File: config.mk
export PLATFORM = sky130hd
export DESIGN_NAME = dir_exec_ctrl
export DESIGN_NICKNAME = d
export VERILOG_FILES = /design/src/rtl/dir_exec_ctrl.sv
export SDC_FILE = /design/constraint.sdc
export NUM_CORES = 1
export LEC_CHECK = 0
export BUFFER_PORTS_ARGS = -buffer_cell sky130_fd_sc_hd__buf_4
export CAP_MARGIN = 20
export CORE_UTILIZATION = 30
export DETAILED_ROUTE_END_ITERATION = 12
export GPL_ROUTABILITY_DRIVEN = 0
export GPL_TIMING_DRIVEN = 0
export PLACE_DENSITY = 0.85
export SETUP_SLACK_MARGIN = 0.2
export SLEW_MARGIN = 20
export SYNTH_ARGS = -nofsm -noshare
export SYNTH_HDL_FRONTEND = slang
export SYNTH_SLANG_ARGS = --single-unit
File: constraint.sdc
create_clock -name vclk -period 0.8
set_clock_uncertainty 0.1 [all_clocks]
set_input_delay 0.04 -clock vclk [all_inputs]
set_output_delay 0.04 -clock vclk [all_outputs]
set_load 0.02 [all_outputs]
File: src/rtl/dir_exec_ctrl.sv
module dir_exec_ctrl #(
  parameter int STATE_W = 3,
  parameter int NTILES  = 4,
  parameter int OWNER_W = 3,
  parameter int IDX_W   = 2,
  parameter int MEM_ID  = NTILES
) (
  input  logic               msg_valid,
  input  logic               is_repl,
  input  logic               tt_hit,
  input  logic [STATE_W-1:0] tt_state,
  input  logic [NTILES-1:0]  tt_sharers,
  input  logic [OWNER_W-1:0] tt_owner,
  input  logic [IDX_W-1:0]   tt_idx,
  input  logic [IDX_W-1:0]   tt_free_idx,
  input  logic               c_hit,
  input  logic [STATE_W-1:0] c_state,
  input  logic [NTILES-1:0]  c_sharers,
  input  logic [OWNER_W-1:0] c_owner,
  input  logic               way_valid,
  input  logic [STATE_W-1:0] rp_state,
  input  logic [NTILES-1:0]  rp_sharers,
  input  logic [OWNER_W-1:0] rp_owner,
  input  logic               cur_stable,
  input  logic               nxt_stable,
  input  logic               info_upd,
  input  logic               store_data,
  input  logic               inval_way,
  output logic [STATE_W-1:0] cur_state,
  output logic [NTILES-1:0]  cur_sharers,
  output logic [OWNER_W-1:0] cur_owner,
  output logic               tt_alloc,
  output logic               tt_dealloc,
  output logic               tt_update,
  output logic [IDX_W-1:0]   tt_wr_idx,
  output logic               c_alloc,
  output logic               c_dealloc,
  output logic               c_update,
  output logic               victim_push
);

  localparam logic [OWNER_W-1:0] MEM_OWNER = OWNER_W'(MEM_ID);

  always_comb begin
    if (tt_hit) begin
      cur_state   = tt_state;
      cur_sharers = tt_sharers;
      cur_owner   = tt_owner;
    end else if (c_hit) begin
      cur_state   = c_state;
      cur_sharers = c_sharers;
      cur_owner   = c_owner;
    end else if (is_repl) begin
      cur_state   = rp_state;
      cur_sharers = rp_sharers;
      cur_owner   = rp_owner;
    end else begin
      cur_state   = '0;
      cur_sharers = '0;
      cur_owner   = MEM_OWNER;
    end
  end

  logic writes_line;
  assign writes_line = info_upd | store_data;

  assign tt_alloc   = msg_valid &  cur_stable & ~nxt_stable;
  assign tt_dealloc = msg_valid & ~cur_stable &  nxt_stable;
  assign tt_update  = msg_valid & ~cur_stable & ~nxt_stable & info_upd;
  assign tt_wr_idx  = tt_alloc ? tt_free_idx : tt_idx;

  assign c_update  = msg_valid & cur_stable & nxt_stable & c_hit & writes_line;
  assign c_dealloc = tt_alloc & c_hit;
  assign c_alloc   = msg_valid & nxt_stable & writes_line
                     & ~(tt_dealloc & inval_way) & ~c_update;

  assign victim_push = msg_valid & way_valid & (c_alloc | c_update) & ~c_dealloc
                       & ~is_repl & ~c_hit;

endmodule

==> results.md, run 1 <==
- Synth Area in Simple Gates: 0.566
- Most common cell in the netlist: a21oi_1
- Yosys top cell by area: a21oi_1
- I/O Pins: 63
- Most instantiated cells after synthesis: 18 x a21oi_1, 10 x nor2b_1, 9 x nand3b_1
- Avg Inst Size Synth: between 6 and 7 µm²
- Post-synthesis sequential area ratio: 0
- Cell row count: 12
- Syn Nets: roughly 110
- Mapped Area: a little under 400 µm²
- Port Buf Inserts: 62
- Status: stopped before the end
- Unique masters post-synth: 17
- Post-synthesis xor/xnor area fraction: 0
- Post-synthesis mux area share: 0.0759
- Post-CTS Setup Bufs: 4
- Compound-cell area share of the yosys netlist: 0.278
- Post-DP HPWL: 1.77 mm
- Halt Stage: clock tree synthesis (4_1_cts)
- Syn. warnings: 0
- Top post-synthesis cells by area: a21oi_1 23%, nand3b_1 17%, nor2b_1 16%, mux2_4 7.6%, buf_2 5.1%
- Largest family of logic cells by synthesized area: simple AND/OR/NAND/NOR gates
- Post-Synthesis Cells: between 60 and 70
- Die height: roughly 38 µm
- Placed insts: ~140
- Die width: 38.3 µm
- Initial Utilization: 0.338
- PostCTS Resize Cnt: 37
- Hold_buf cts: 0
- Tool error: [ERROR DPL-0038] Utilization greater than 100%, impossible to legalize
- Share of the synthesized area in the top cell type: 0.228
- Post-synthesis adder-cell area fraction: 0
kinds of logic after synthesis:
| logic type | after synthesis |
|---|---|
| multiplexers | 2 |
| AND/OR/NAND/NOR | 32 |
| AO/OA/AOI/OAI | 20 |
| buffers and inverters | 7 |
through the flow:
stage / setup slack, ps / utilization / area [µm²] / setup TNS, ps
3_5_place_dp: -212 / 0.889 / 1040 / -2550
3_3_place_gp: -191 / 0.889 / 1040 / -2180
2_1_floorplan: 92.2 / - / 558 / 0
==> run 2, diff against run 1 <==
--- a/config.mk
+++ b/config.mk
@@ -7,12 +7,12 @@
 export LEC_CHECK = 0
 export BUFFER_PORTS_ARGS = -buffer_cell sky130_fd_sc_hd__buf_4
 export CAP_MARGIN = 20
-export CORE_UTILIZATION = 30
+export CORE_AREA = 2 2 63 65
 export DETAILED_ROUTE_END_ITERATION = 12
+export DIE_AREA = 0 0 65 67
 export GPL_ROUTABILITY_DRIVEN = 0
 export GPL_TIMING_DRIVEN = 0
-export PLACE_DENSITY = 0.85
-export SETUP_SLACK_MARGIN = 0.2
+export PLACE_DENSITY_LB_ADDON = 0.15
 export SLEW_MARGIN = 20
 export SYNTH_ARGS = -nofsm -noshare
 export SYNTH_HDL_FRONTEND = slang
==> results.md, run 2 <==
- Total power: 0.660 mW
- Yosys top cell by area: a21oi_1
- Vias per cell: about 3.9
- Overflow after GRT: 0
- Vias: 677
- Worst hold stages: 3
- Fin. Hold Viols: 0
- DP Area: between 900 and 1000 µm²
- Most instantiated cells after synthesis: 18 x a21oi_1, 10 x nor2b_1, 9 x nand3b_1
- Port Buf Inserts: 62
- Commonest non-fill, non-tap cells in the layout: 49 x buf_4, 13 x buf_6, 12 x a21oi_2, 10 x nor2b_1, 9 x nand3b_1
- Setup violators final: 14
- Setup WS post-layout: -93.7 ps
- Delay-heaviest family, CP: multiplexers
- RSZ-0062 raised after global routing: yes
- Clk network pwr share: 0
- Final std cells w/o fill: 175
- Metal2 WL: between 1 and 1.5 mm
- Power Density: approximately 560 nW/µm²
- Syn Nets: 105
- Share of cells above drive strength 1: 0.732
- Failing checks: setup timing
- Tmin final: between 800 and 900 ps
- Pre-CTS setup slack: -170 ps
- Crit path max fanout: 4
- Design Area, Final: between 1000 and 1500 µm²
- Die height: between 60 and 70 µm
- Flop pwr share: 0
- DRT iter0 DRCs: 16
- Logic pwr share: 1.000
- Net switching power of the design: between 0.2 and 0.3 mW
- Flip-flop and latch area: 0 µm²
- Hold_buf cts: 0
- Clk_buf instances: 0
- Crit share post-route: 1.12
- Slew HR: 0.825
- Mapped Area: 395 µm²
- Most common cell in the netlist: a21oi_1
- Share of the synthesized area in the top cell type: 0.228
- Slowest cell on crit path: mux2_4
- Setup TNS Final: -731 ps
- WP depth: 4
- VDD IR-drop max: between 0.0001 and 0.00015 V
- Startpoint types: input pin
- DRC errors left: 0
- Top post-synthesis cells by area: a21oi_1 23%, nand3b_1 17%, nor2b_1 16%, mux2_4 7.6%, buf_2 5.1%
- Unique masters post-synth: 17
- FMAX: 1.12 GHz
- ANT cells: 0
- Highest Signal Layer: met3
- Min Hold Slack: 251 ps
- Seq_cells: 0
- Layout net count: around 170
- Syn. warnings: 0
- Status: complete, but fails checks
- I/O Pins: 63
- CP required: 660 ps
- Post-Synthesis Cells: 61
- Switching Share: 0.413
- Met3 WL post-DR: 222 µm
- Initial antenna violation count: 0
- CP bufs+invs: 2
- P&R area growth vs syn: 197%
- Critical path's largest stage delay: between 300 and 400 ps
- Setup CP Type: input pin to output pin
- Cell row count: 22
- Avg Inst Size Synth: 6.48 µm²
- Cell chain of the critical path: buf_8, nand3b_4, mux2_4, buf_6
- Final core occ: 0.326
- P_int: about 0.39 mW
- Post-synthesis sequential area ratio: 0
- Number of global-route vias before repair: ~670
- WL/cell: between 10 and 15 µm
- TritonRoute pass-1 iters: 3
- Placed insts: around 170
- Worst hold path type: input pin to output pin
- Worst Setup End Kind: output pin
- Max-cap violations: 0
- Antenna violation net count after detailed routing: 0
- Critical path arrival: around 750 ps
- Slew @ Worst Pin: between 200 and 300 ps
- Die width: between 60 and 70 µm
- First-pass GRT wire length: between 3 and 4 mm
- Pleak: roughly 0.54 nW
- DRT Wirelength: 1.99 mm
- Commonest non-fill, non-tap cell in the layout: buf_4
- Largest net degree at the start of global routing: 11
- Core area: ~3600 µm²
- Met1 WL: 759 µm
- Die ar.: 4360 µm²
- Initial Utilization: 0.110
- Slew Limit Fails: 0
- Total track usage: 0.0870
run 2: cell counts after synthesis:
Identical to the previous run, type by type.
run 2: final cells by class:
type / count / area, µm²
fill: 389 / 2430
multi-input combinational: 54 / 469
timing repair buffer: 66 / 588
buffer: 5 / 51.3
inverter: 2 / 7.51
tap: 48 / 60.1
run 2: worst paths after layout:
| path | startpoint | end | slack [ps] |
|---|---|---|---|
| max | nxt_stable | tt_wr_idx[0] | -90 |
| min | cur_stable | tt_dealloc | 250 |
run 2: cell families after synthesis:
logic type,count (synthesis),share of synthesized area
compound gates,20,0.278
buf+inv,7,0.0791
simple gates,32,0.566
mux,2,0.0760
run 2: layer usage:
layer  vias up  global-route usage
met5         -                   0
met4         0                   0
met3         0              0.0118
met2        41               0.173
met1       284               0.104
li1        352                   -
run 2: what timing repair did:
| item | in CTS | in global routing |
|---|---|---|
| resized for setup | 27 | 14 |
| setup buffers | 3 | 0 |
| endpoints found under the setup margin | 16 | 15 |
| cloned | 1 | 0 |
| pin swaps | 5 | 6 |
| hold endpoints to repair | 0 | 0 |
run 2: power groups by stage:
| stage | clock network, mW | registers, mW | logic [mW] |
|---|---|---|---|
| after CTS | 0 | 0 | 0.633 |
| after detailed placement | 0 | 0 | 0.559 |
| after global routing | 0 | 0 | 0.708 |
| after global placement | 0 | 0 | 0.553 |
| after floorplan | 0 | 0 | 0.262 |
| final | 0 | 0 | 0.660 |
Note: power is estimated with default switching activity, not from simulation.
==> run 3, diff against run 2 <==
--- a/config.mk
+++ b/config.mk
@@ -13,6 +13,7 @@
 export GPL_ROUTABILITY_DRIVEN = 0
 export GPL_TIMING_DRIVEN = 0
 export PLACE_DENSITY_LB_ADDON = 0.15
+export SETUP_SLACK_MARGIN = 0.3
 export SLEW_MARGIN = 20
 export SYNTH_ARGS = -nofsm -noshare
 export SYNTH_HDL_FRONTEND = slang
==> results.md, run 3 (synthesis gave the netlist of run 2 again) <==
- Status: complete, but fails checks
- Failing checks: setup timing
- Share of cells above drive strength 1: 0.817
- Worst hold path type: input pin to output pin
- Die width: approximately 65 µm
- Cell chain of the critical path: buf_8, nand3b_4, mux2_4, buf_6
- Flip-flop and latch area: 0 µm²
- Slew @ Worst Pin: roughly 210 ps
- TritonRoute pass-1 iters: 4
- Crit path max fanout: 4
- Setup CP Type: input pin to output pin
- Commonest non-fill, non-tap cell in the layout: buf_4
- Highest Signal Layer: met3
- DRT iter0 DRCs: 18
- Initial Utilization: 0.110
- Commonest non-fill, non-tap cells in the layout: 42 x buf_4, 24 x buf_6, 10 x nor2b_1, 10 x a21oi_4, 9 x nand3b_1
- FMAX: ~1.1 GHz
- Pre-CTS setup slack: -189 ps
- Antenna violation net count after detailed routing: 0
- Setup TNS Final: -1070 ps
- DRC errors left: 0
- Sink of the worst hold path: tt_dealloc
- Post-DP HPWL: approximately 1.7 mm
- RSZ-0062 raised after global routing: yes
- VDD IR-drop max: between 0.0001 and 0.00015 V
- Power Density: just under 600 nW/µm²
- Critical path's largest stage delay: around 320 ps
- Critical path arrival: just under 800 ps
- Total track usage: 0.0998
- Final std cells w/o fill: approximately 180
- Layout net count: around 180
- Number of global-route vias before repair: 758
- Setup violators final: 14
- Startpoint types: input pin
- Clk_buf instances: 0
- Die ar.: around 4400 µm²
- Worst Setup End Kind: output pin
- Fin. Hold Viols: 0
- Seq_cells: 0
- Vias per cell: 4.07
- Port Buf Inserts: 62
- Initial antenna violation count: 0
- Largest net degree at the start of global routing: 11
- DRT Wirelength: between 2 and 2.5 mm
- CP bufs+invs: 2
- Hold_buf cts: 0
- Metal2 WL: 1.36 mm
- Placed insts: approximately 170
- Final core occ: 0.374
- CP required: between 600 and 700 ps
- Pleak: about 0.6 nW
- Worst hold stages: 3
- Slew HR: 0.858
- Min Hold Slack: approximately 230 ps
- Cell row count: 22
- Overflow after GRT: 0
- Slowest cell on crit path: mux2_4
- Met3 WL post-DR: 156 µm
- Hold Startpoint: cur_stable
- P&R area growth vs syn: 241%
- Met1 WL: 775 µm
- Crit share post-route: 1.14
- ANT cells: 0
- Core area: ~3600 µm²
- I/O Pins: 63
- CP Launch Point: nxt_stable
- Tmin final: ~910 ps
- Delay-heaviest family, CP: multiplexers
- WL/cell: around 13 µm
- Slew Limit Fails: 0
- Die height: between 60 and 70 µm
- Vias: 728
- Max-cap violations: 0
- First-pass GRT wire length: 3.45 mm
- Setup WS post-layout: -111 ps
## run 3: cell count changes in the layout (fill, tap and decap cells not counted), moves of 2 or more
cell	previous run	this run
a21oi_1	6	0
a21oi_2	12	8
a21oi_4	0	10
buf_4	49	42
buf_6	13	24
nand2_1	3	1
nand2_2	0	2
nor2_1	2	0
## run 3: metrics by stage
| step | total power [mW] | instance area [µm²] |
|---|---|---|
| floorplan | 0.327 | 561 |
| global placement | 0.623 | 1090 |
| detailed placement | 0.632 | 1090 |
| CTS | 0.779 | 1340 |
| global route | 0.824 | 1350 |
| finish | 0.780 | 1350 |
## run 3: layout make-up
cell class | instances | area, µm²
fill | 382 | 2260
timing repair buffer | 70 | 667
multi-input combinational | 54 | 559
tap | 48 | 60.1
buffer | 5 | 53.8
inverter | 2 | 10.0
## run 3: routing by layer
metal	GRT usage	up-vias
li1	-	361
met1	0.101	343
met2	0.218	24
met3	0.0152	0
met4	0.00532	0
met5	0	-
## run 3: what timing repair did
action,in CTS,in global routing
endpoints found under the setup margin,19,19
gates resized for setup,47,5
setup buffers,7,0
cloned,1,0
pin swaps,9,7
## run 3: worst max-delay path by stage
| stage | endpoint | slack, ps | cells after the start |
|---|---|---|---|
| after floorplan | cur_owner[2] | 90 | 3 |
| after global placement | cur_sharers[3] | -180 | 5 |
| after detailed placement | cur_owner[1] | -190 | 5 |
| after CTS | cur_sharers[0] | -120 | 5 |
| after global routing | cur_state[2] | -140 | 5 |
| final | tt_wr_idx[1] | -110 | 4 |
## run 3: where the power goes
part / internal (mW) / switching [mW]
Clock: 0 / 0
Combinational: 0.453 / 0.326
Sequential: 0 / 0
